## src/rtl/trig_seq_pkg.sv

```systemverilog
package trig_seq_pkg;
    localparam int DATA_W    = 16;
    localparam int NUM_PAT   = 10;
    localparam int NUM_LVL   = 12;
    localparam int TMR_W     = 32;
    localparam int LVL_W     = 4;
    localparam int SEL_W     = 4;
    localparam int ADDR_W    = 8;
    localparam int REG_W     = 32;
    localparam int NUM_TERMS = NUM_PAT + 2;
    localparam int SEL_EDGE  = NUM_PAT;
    localparam int SEL_TIMER = NUM_PAT + 1;

    localparam logic [LVL_W-1:0]  TGT_FIRE  = '1;
    localparam logic [ADDR_W-1:0] A_PVAL    = 8'h00;
    localparam logic [ADDR_W-1:0] A_PCARE   = 8'h10;
    localparam logic [ADDR_W-1:0] A_ERISE   = 8'h20;
    localparam logic [ADDR_W-1:0] A_EFALL   = 8'h21;
    localparam logic [ADDR_W-1:0] A_LCFG    = 8'h40;
    localparam logic [ADDR_W-1:0] A_LTMR    = 8'h60;

    typedef enum logic [1:0] {
        ST_IDLE = 2'd0,
        ST_RUN  = 2'd1,
        ST_FIRED = 2'd2
    } seq_state_e;

    typedef struct packed {
        logic [LVL_W-1:0] sec_tgt;
        logic [SEL_W-1:0] sec_sel;
        logic [LVL_W-1:0] pri_tgt;
        logic [SEL_W-1:0] pri_sel;
    } lvl_cfg_t;

    localparam lvl_cfg_t LVL_CFG_RST = '{sec_tgt: '0, sec_sel: '1,
                                         pri_tgt: '0, pri_sel: '1};

    function automatic logic pick_term(input logic [NUM_TERMS-1:0] terms,
                                       input logic [SEL_W-1:0] sel);
        logic r;
        r = 1'b0;
        for (int i = 0; i < NUM_TERMS; i++) begin
            if (sel == SEL_W'(i)) r = terms[i];
        end
        return r;
    endfunction
endpackage

```

## src/rtl/trig_pat_bank.sv

```systemverilog
module trig_pat_bank
    import trig_seq_pkg::*;
#(
    parameter int W  = DATA_W,
    parameter int NP = NUM_PAT,
    parameter int AW = ADDR_W
) (
    input  logic          clk,
    input  logic          rst,
    input  logic          wr_en,
    input  logic [AW-1:0] wr_addr,
    input  logic [W-1:0]  wr_data,
    input  logic [W-1:0]  samp,
    output logic [NP-1:0] hit
);
    for (genvar k = 0; k < NP; k++) begin : g_rec
        logic [W-1:0] val_q;
        logic [W-1:0] care_q;

        always_ff @(posedge clk) begin
            if (rst) begin
                val_q  <= '0;
                care_q <= '0;
            end else if (wr_en) begin
                if (wr_addr == AW'(A_PVAL + k))  val_q  <= wr_data;
                if (wr_addr == AW'(A_PCARE + k)) care_q <= wr_data;
            end
        end

        assign hit[k] = ~|((samp ^ val_q) & care_q);
    end
endmodule

```

## src/rtl/trig_edge_det.sv

```systemverilog
module trig_edge_det
    import trig_seq_pkg::*;
#(
    parameter int W  = DATA_W,
    parameter int AW = ADDR_W
) (
    input  logic          clk,
    input  logic          rst,
    input  logic          wr_en,
    input  logic [AW-1:0] wr_addr,
    input  logic [W-1:0]  wr_data,
    input  logic [W-1:0]  samp,
    output logic          edge_hit
);
    logic [W-1:0] prev_q;
    logic [W-1:0] rise_q;
    logic [W-1:0] fall_q;

    always_ff @(posedge clk) begin
        if (rst) begin
            prev_q <= '0;
            rise_q <= '0;
            fall_q <= '0;
        end else begin
            prev_q <= samp;
            if (wr_en && wr_addr == A_ERISE) rise_q <= wr_data;
            if (wr_en && wr_addr == A_EFALL) fall_q <= wr_data;
        end
    end

    assign edge_hit = |((~prev_q & samp & rise_q) | (prev_q & ~samp & fall_q));
endmodule

```

## src/rtl/trig_arm_sync.sv

```systemverilog
module trig_arm_sync (
    input  logic clk,
    input  logic rst,
    input  logic pin,
    output logic rise
);
    logic s1_q, s2_q, s3_q;

    always_ff @(posedge clk) begin
        if (rst) begin
            s1_q <= 1'b0;
            s2_q <= 1'b0;
            s3_q <= 1'b0;
        end else begin
            s1_q <= pin;
            s2_q <= s1_q;
            s3_q <= s2_q;
        end
    end

    assign rise = s2_q & ~s3_q;
endmodule

```

## src/rtl/trig_seq_core.sv

```systemverilog
module trig_seq_core
    import trig_seq_pkg::*;
#(
    parameter int NP = NUM_PAT,
    parameter int NL = NUM_LVL,
    parameter int TW = TMR_W,
    parameter int AW = ADDR_W,
    parameter int RW = REG_W
) (
    input  logic             clk,
    input  logic             rst,
    input  logic             wr_en,
    input  logic [AW-1:0]    wr_addr,
    input  logic [RW-1:0]    wr_data,
    input  logic [NP-1:0]    pat_hit,
    input  logic             edge_hit,
    input  logic             arm,
    input  logic             stop,
    output logic             armed,
    output logic [LVL_W-1:0] level,
    output logic             fire_pulse,
    output logic             fire_level
);
    localparam int CFG_W = $bits(lvl_cfg_t);

    lvl_cfg_t        cfg_q  [NL];
    logic [TW-1:0]   load_q [NL];
    seq_state_e      state_q;
    logic [LVL_W-1:0] lvl_q;
    logic [TW-1:0]   tmr_q;
    logic            pulse_q;
    logic            fired_q;

    for (genvar l = 0; l < NL; l++) begin : g_lvl
        always_ff @(posedge clk) begin
            if (rst) begin
                cfg_q[l]  <= LVL_CFG_RST;
                load_q[l] <= '0;
            end else if (wr_en) begin
                if (wr_addr == AW'(A_LCFG + l)) cfg_q[l]  <= lvl_cfg_t'(wr_data[CFG_W-1:0]);
                if (wr_addr == AW'(A_LTMR + l)) load_q[l] <= wr_data[TW-1:0];
            end
        end
    end

    logic [NUM_TERMS-1:0] terms;
    lvl_cfg_t             cur_cfg;
    logic                 pri_ok, sec_ok, go;
    logic [LVL_W-1:0]     tgt, tgt_lvl;

    always_comb begin
        terms            = '0;
        terms[NP-1:0]    = pat_hit;
        terms[SEL_EDGE]  = edge_hit;
        terms[SEL_TIMER] = (tmr_q == '0);
        cur_cfg = cfg_q[lvl_q];
        pri_ok  = pick_term(terms, cur_cfg.pri_sel);
        sec_ok  = pick_term(terms, cur_cfg.sec_sel);
        go      = (state_q == ST_RUN) && (pri_ok || sec_ok);
        tgt     = pri_ok ? cur_cfg.pri_tgt : cur_cfg.sec_tgt;
        tgt_lvl = (int'(tgt) < NL) ? tgt : '0;
    end

    always_ff @(posedge clk) begin
        if (rst) begin
            state_q <= ST_IDLE;
            lvl_q   <= '0;
            tmr_q   <= '0;
            pulse_q <= 1'b0;
            fired_q <= 1'b0;
        end else begin
            pulse_q <= 1'b0;
            if (stop) begin
                state_q <= ST_IDLE;
                fired_q <= 1'b0;
            end else if (arm) begin
                state_q <= ST_RUN;
                lvl_q   <= '0;
                tmr_q   <= load_q[0];
                fired_q <= 1'b0;
            end else if (go) begin
                if (tgt == TGT_FIRE) begin
                    state_q <= ST_FIRED;
                    pulse_q <= 1'b1;
                    fired_q <= 1'b1;
                end else begin
                    lvl_q <= tgt_lvl;
                    tmr_q <= load_q[tgt_lvl];
                end
            end else if (state_q == ST_RUN && tmr_q != '0) begin
                tmr_q <= tmr_q - 1'b1;
            end
        end
    end

    assign armed      = (state_q == ST_RUN);
    assign level      = lvl_q;
    assign fire_pulse = pulse_q;
    assign fire_level = fired_q;
endmodule

```

## src/rtl/trig_seq.sv

```systemverilog
module trig_seq
    import trig_seq_pkg::*;
(
    input  logic               clk,
    input  logic               rst,
    input  logic [DATA_W-1:0]  samp_in,
    input  logic               wr_en,
    input  logic [ADDR_W-1:0]  wr_addr,
    input  logic [REG_W-1:0]   wr_data,
    input  logic               run_cmd,
    input  logic               group_run_cmd,
    input  logic               stop_cmd,
    input  logic               ext_arm,
    output logic               armed,
    output logic [LVL_W-1:0]   cur_level,
    output logic               trig_pulse,
    output logic               trig_out
);
    logic [NUM_PAT-1:0] pat_hit;
    logic               edge_hit;
    logic               ext_rise;
    logic               arm_evt;

    trig_pat_bank u_pat (
        .clk(clk), .rst(rst), .wr_en(wr_en), .wr_addr(wr_addr),
        .wr_data(wr_data[DATA_W-1:0]), .samp(samp_in), .hit(pat_hit)
    );

    trig_edge_det u_edge (
        .clk(clk), .rst(rst), .wr_en(wr_en), .wr_addr(wr_addr),
        .wr_data(wr_data[DATA_W-1:0]), .samp(samp_in), .edge_hit(edge_hit)
    );

    trig_arm_sync u_sync (
        .clk(clk), .rst(rst), .pin(ext_arm), .rise(ext_rise)
    );

    assign arm_evt = run_cmd | group_run_cmd | ext_rise;

    trig_seq_core u_core (
        .clk(clk), .rst(rst), .wr_en(wr_en), .wr_addr(wr_addr), .wr_data(wr_data),
        .pat_hit(pat_hit), .edge_hit(edge_hit), .arm(arm_evt), .stop(stop_cmd),
        .armed(armed), .level(cur_level), .fire_pulse(trig_pulse), .fire_level(trig_out)
    );
endmodule

```

## config.mk

```make
export PLATFORM = sky130hd
export DESIGN_NAME = trig_seq
export DESIGN_NICKNAME = d
export VERILOG_FILES = /design/src/rtl/trig_seq_pkg.sv /design/src/rtl/trig_pat_bank.sv /design/src/rtl/trig_edge_det.sv /design/src/rtl/trig_arm_sync.sv /design/src/rtl/trig_seq_core.sv /design/src/rtl/trig_seq.sv
export SDC_FILE = /design/constraint.sdc
export NUM_CORES = 2
export LEC_CHECK = 0
export ABC_AREA = 0
export BUFFER_PORTS_ARGS = -buffer_cell sky130_fd_sc_hd__buf_2
export CORE_MARGIN = 2
export CORE_UTILIZATION = 36
export DETAILED_ROUTE_END_ITERATION = 10
export SLEW_MARGIN = 10
export SYNTH_ARGS = -nofsm -noshare
export SYNTH_HDL_FRONTEND = slang
export SYNTH_SLANG_ARGS = --single-unit
```

## constraint.sdc

```tcl
create_clock -name clk -period 7.2 [get_ports clk]
set_input_delay 0.36 -clock clk [delete_from_list [all_inputs] [get_ports clk]]
set_output_delay 0.36 -clock clk [all_outputs]
set_load 0.01 [all_outputs]
```

==> Flow_metrics.wiki <==
{| class="wikitable"
! Metric !! Value
|-
| Type of origin of the critical path || flop
|-
| H-tree Lvls || 3
|-
| Maximum count of clock buffers along a single path || 3
|-
| Starting DRC count in detailed routing || 3808
|-
| Global-route congestion overflow total || 0
|-
| Number of hold-repair buffers added at the cts stage || 1
|-
| Status || finished clean
|-
| Die outline height || roughly 360 um
|-
| Pin count of the biggest net entering global routing || roughly 240
|-
| Final period utilization || between 80% and 90%
|-
| Register cell area after layout || 0.0256 mm2
|-
| R2R setup slack || 1.27 ns
|-
| Total routing usage reported by global routing || between 20 and 25%
|-
| Worst setup skew after layout || around 0.038 ns
|-
| Number of antenna violations at the first check in global routing || 7
|-
| Post-CTS Setup Bufs || 0
|-
| Hold violation count in the final report || 0
|-
| Number of max-capacitance violations reported || 0
|-
| Layout cell share with drive strength beyond 1 || between 10% and 20%
|-
| Number of buffers created by CTS || 103
|-
| Die area || ~0.13 mm2
|-
| PwrDens || roughly 270 mW/mm2
|-
| Master of the slowest instance on the critical path || dfxtp_2
|-
| Estimated wirelength of the detail-placed design || slightly below 90 mm
|-
| Power after layout || approximately 14000 uW
|-
| Summed instance area of the synthesized netlist || between 0.04 and 0.05 mm2
|-
| Area occupied by multi-input gates || 0.0184 mm2
|-
| Cells after Synth || roughly 4400
|-
| Wire length per cell after detailed routing || approximately 24 um
|-
| Max-slew violations || 0
|-
| Final design utilization || between 40% and 50%
|-
| Flops & latches, synth || 990
|-
| Port buffer count || between 60 and 70
|-
| Maximum clock rate || 169 MHz
|-
| Endpoint arrival time on the critical path || between 6 and 7 ns
|-
| First-pass iteration count of the detailed router || 6
|-
| Capturing element of the worst setup path || u_core.tmr_q[4]$_SDFFE_PP0P_
|-
| CP top delay family || simple AND/OR/NAND/NOR gates
|-
| Worst vdd rail ir drop || 0.216 mV
|-
| Overall die width || roughly 360 um
|-
| Vias post-DR || roughly 33000
|-
| Clock latency on the worst-skew pair || 0.71 ns
|-
| Count of clock tree sinks || between 900 and 1000
|-
| Largest stage delay on the critical path || 0.75 ns
|-
| Layout fillers || ~12000
|-
| Syn nets || roughly 4400
|-
| Number of global-route vias before repair || approximately 32000
|-
| Starting density of the core || around 36%
|-
| Library cell occupying the most area in the post-synthesis netlist || edfxtp_1
|-
| Root Buffer Master || clkbuf_16
|-
| Mean cell area of the mapped netlist || about 10 um2
|-
| Buffers & Inverters on Critical Path || 2
|-
| Tightest Pin Transition || approximately 1.3 ns
|-
| Synthesis-to-finish area growth || 11.2%
|-
| Yosys synthesis warning count || 0
|-
| Via density per instance || 5.55
|-
| Hold Slack || 0.0694 ns
|-
| CTS tree || built
|-
| Most frequent standard cell in the layout excluding fill and tap cells || nand2_1
|-
| Antenna-violating nets left || 0
|-
| First-pass GRT wire length || approximately 220 mm
|-
| Number of primary I/O pins || 70
|-
| Final worst path period need || just under 6 ns
|-
| Core Area || about 0.13 mm2
|-
| Worst path most repeated cell || buf_4
|-
| Predominant post-synthesis flop cell || edfxtp_1
|-
| Sequential area share after synthesis || 56.4%
|-
| Number of enable flip-flop cells after synthesis || ~580
|-
| Number of placement rows || 130
|-
| Final setup viols || 0
|-
| LEAKAGE || 0.0175 uW
|-
| Resize count post-CTS || 0
|-
| Async set-reset flop share out of synthesis || 0%
|-
| Count of cell instances traversed by the critical path || 13
|-
| Routability congestion estimate || ~0.92
|-
| Cell count of the worst reg-to-reg path || 13
|-
| WS Path Type || reg -> reg
|-
| Setup repair after global routing missed its margin || no
|-
| Nature of the critical path endpoint || flop
|-
| Rel. slew slack || 10.8%
|-
| Clk slew on worst S/H paths || around 0.070 ns
|-
| Drt drc || 0
|-
| CP cell instances || buf_4 > mux2_2 > o22ai_1 > o31a_1 > a211oi_2 > nor3b_2 > nor3_1 > or3_2 > o41ai_4 > nand2_1 > buf_4 > a221o_1 > a31oi_1
|-
| Post-synth top area share || a little under two fifths
|-
| Worst reg2reg path endpoint || u_core.tmr_q[4]$_SDFFE_PP0P_
|-
| Synth unique cells || about 90
|-
| Synth area leaders || edfxtp_1, dfxtp_1, nand2_1
|-
| Required time at the worst-slack endpoint || a little under 8 ns
|-
| Post-Route Setup TNS || 0 ns
|-
| Hold crit path type || in -> reg
|-
| Total wirelength of the detailed-routed design || between 100 and 150 mm
|-
| Nets || around 4300
|-
| Commonest cells after routing, fill and taps aside || nand2_1, edfxtp_1, and2_1
|-
| Worst-path maximum fanout || 18
|}
==> worst reg2reg max path, cell delays in order (launching register included) <==
cell	delay, ns
dfxtp_2	0.75
buf_4	0.35
mux2_2	0.36
o22ai_1	0.36
o31a_1	0.32
a211oi_2	0.10
nor3b_2	0.70
nor3_1	0.33
or3_2	0.67
o41ai_4	0.60
nand2_1	0.49
buf_4	0.37
a221o_1	0.34
a31oi_1	0.13
==> final cells by class <==
cell class,instances,share of cell area (%)
clock buffers,146,5.83
flip-flops and latches,990,50.7
diodes,6,0.0298
clock inverters,43,0.662
well taps,1650,4.09
inverters,16,0.119
repair buffers,161,2.15
multi-input cells,2989,36.4
==> metrics by stage <==
step / area (um2) / setup WS, ns / instances
6_report: 50500 / 1.27 / 6001
3_5_place_dp: 47100 / 1.35 / 5805
3_3_place_gp: 47100 / 1.31 / 5805
2_1_floorplan: 45400 / 3.10 / 4360
4_1_cts: 50400 / 1.39 / 5995
5_1_grt: 50400 / 0.954 / 5999
==> routing by layer <==
layer / vias up / wire length [um] / track usage (%)
li1: 15200 / - / -
met1: 16500 / 62800 / 30.1
met2: 1360 / 69000 / 36.2
met3: 268 / 11000 / 3.77
met4: 0 / 4210 / 6.96
met5: - / 0 / 0
==> worst min path at each step <==
stage,from,endpoint,cells past startpoint
2_1_floorplan,u_sync.s1_q$_SDFF_PP0_,u_sync.s2_q$_SDFF_PP0_,1
5_1_grt,rst,u_pat.g_rec[0].care_q[1]$_SDFFE_PP0P_,2
4_1_cts,rst,u_pat.g_rec[0].val_q[0]$_SDFFE_PP0P_,2
3_3_place_gp,u_sync.s1_q$_SDFF_PP0_,u_sync.s2_q$_SDFF_PP0_,1
6_report,rst,u_pat.g_rec[0].care_q[0]$_SDFFE_PP0P_,2
3_5_place_dp,u_sync.s1_q$_SDFF_PP0_,u_sync.s2_q$_SDFF_PP0_,1
==> cell families (layout without fill, tap and decap cells) <==
family / after synthesis / in the layout / synth area share, %
AND/OR/NAND/NOR: 1828 / 1828 / 19.7
flip-flops: 990 / 990 / 56.4
AO/OA/AOI/OAI: 791 / 791 / 11.4
buffers and inverters: 381 / 366 / 3.50
multiplexers: 199 / 199 / 5.71
XOR/XNOR: 169 / 169 / 3.26
adder cells (fa/ha/maj): 2 / 2 / 0.0551
other: 0 / 6 / 0
==> synth_stat cells, types with 16 or more instances <==
library cell,number
nand2_1,850
edfxtp_1,576
and2_1,489
dfxtp_1,414
a21oi_1,374
clkbuf_1,281
xor2_1,165
nor2_1,150
or3_1,108
a22oi_1,105
mux2i_1,90
mux2_2,68
buf_2,52
nor3_1,47
mux4_2,41
o21ai_0,41
nand4_1,36
nand3_1,33
nor2b_1,25
o211ai_1,25
a31oi_1,22
o221ai_1,20
a211oi_1,19
nor4_1,19
a2bb2oi_1,18
nand3b_1,17
a222oi_1,16
==> where the power goes <==
part | internal [uW] | switching [uW] | leakage (uW) | total, uW
Sequential | 6170 | 92.3 | 0.00887 | 6270
Combinational | 680 | 1550 | 0.00698 | 2230
Clock | 2980 | 2270 | 0.00161 | 5250
Total | 9840 | 3920 | 0.0175 | 13800
==> sequential cells by signal, summed over array words and instances, names as in the netlist, named ones only <==
| name | flops |
|---|---|
| u_pat.g_rec.val_q | 160 |
| u_edge.prev_q | 16 |
| u_core.fire_pulse | 1 |
| u_core.level | 4 |
| u_core.tmr_q | 32 |
| u_core.state_q | 2 |
| u_edge.rise_q | 16 |
| u_core.load_q | 384 |
| u_sync.s2_q | 1 |
| u_sync.s3_q | 1 |
| u_core.cfg_q | 192 |
| u_sync.s1_q | 1 |
| u_pat.g_rec.care_q | 160 |
| u_edge.fall_q | 16 |
Note: power is estimated with default switching activity, not from simulation.
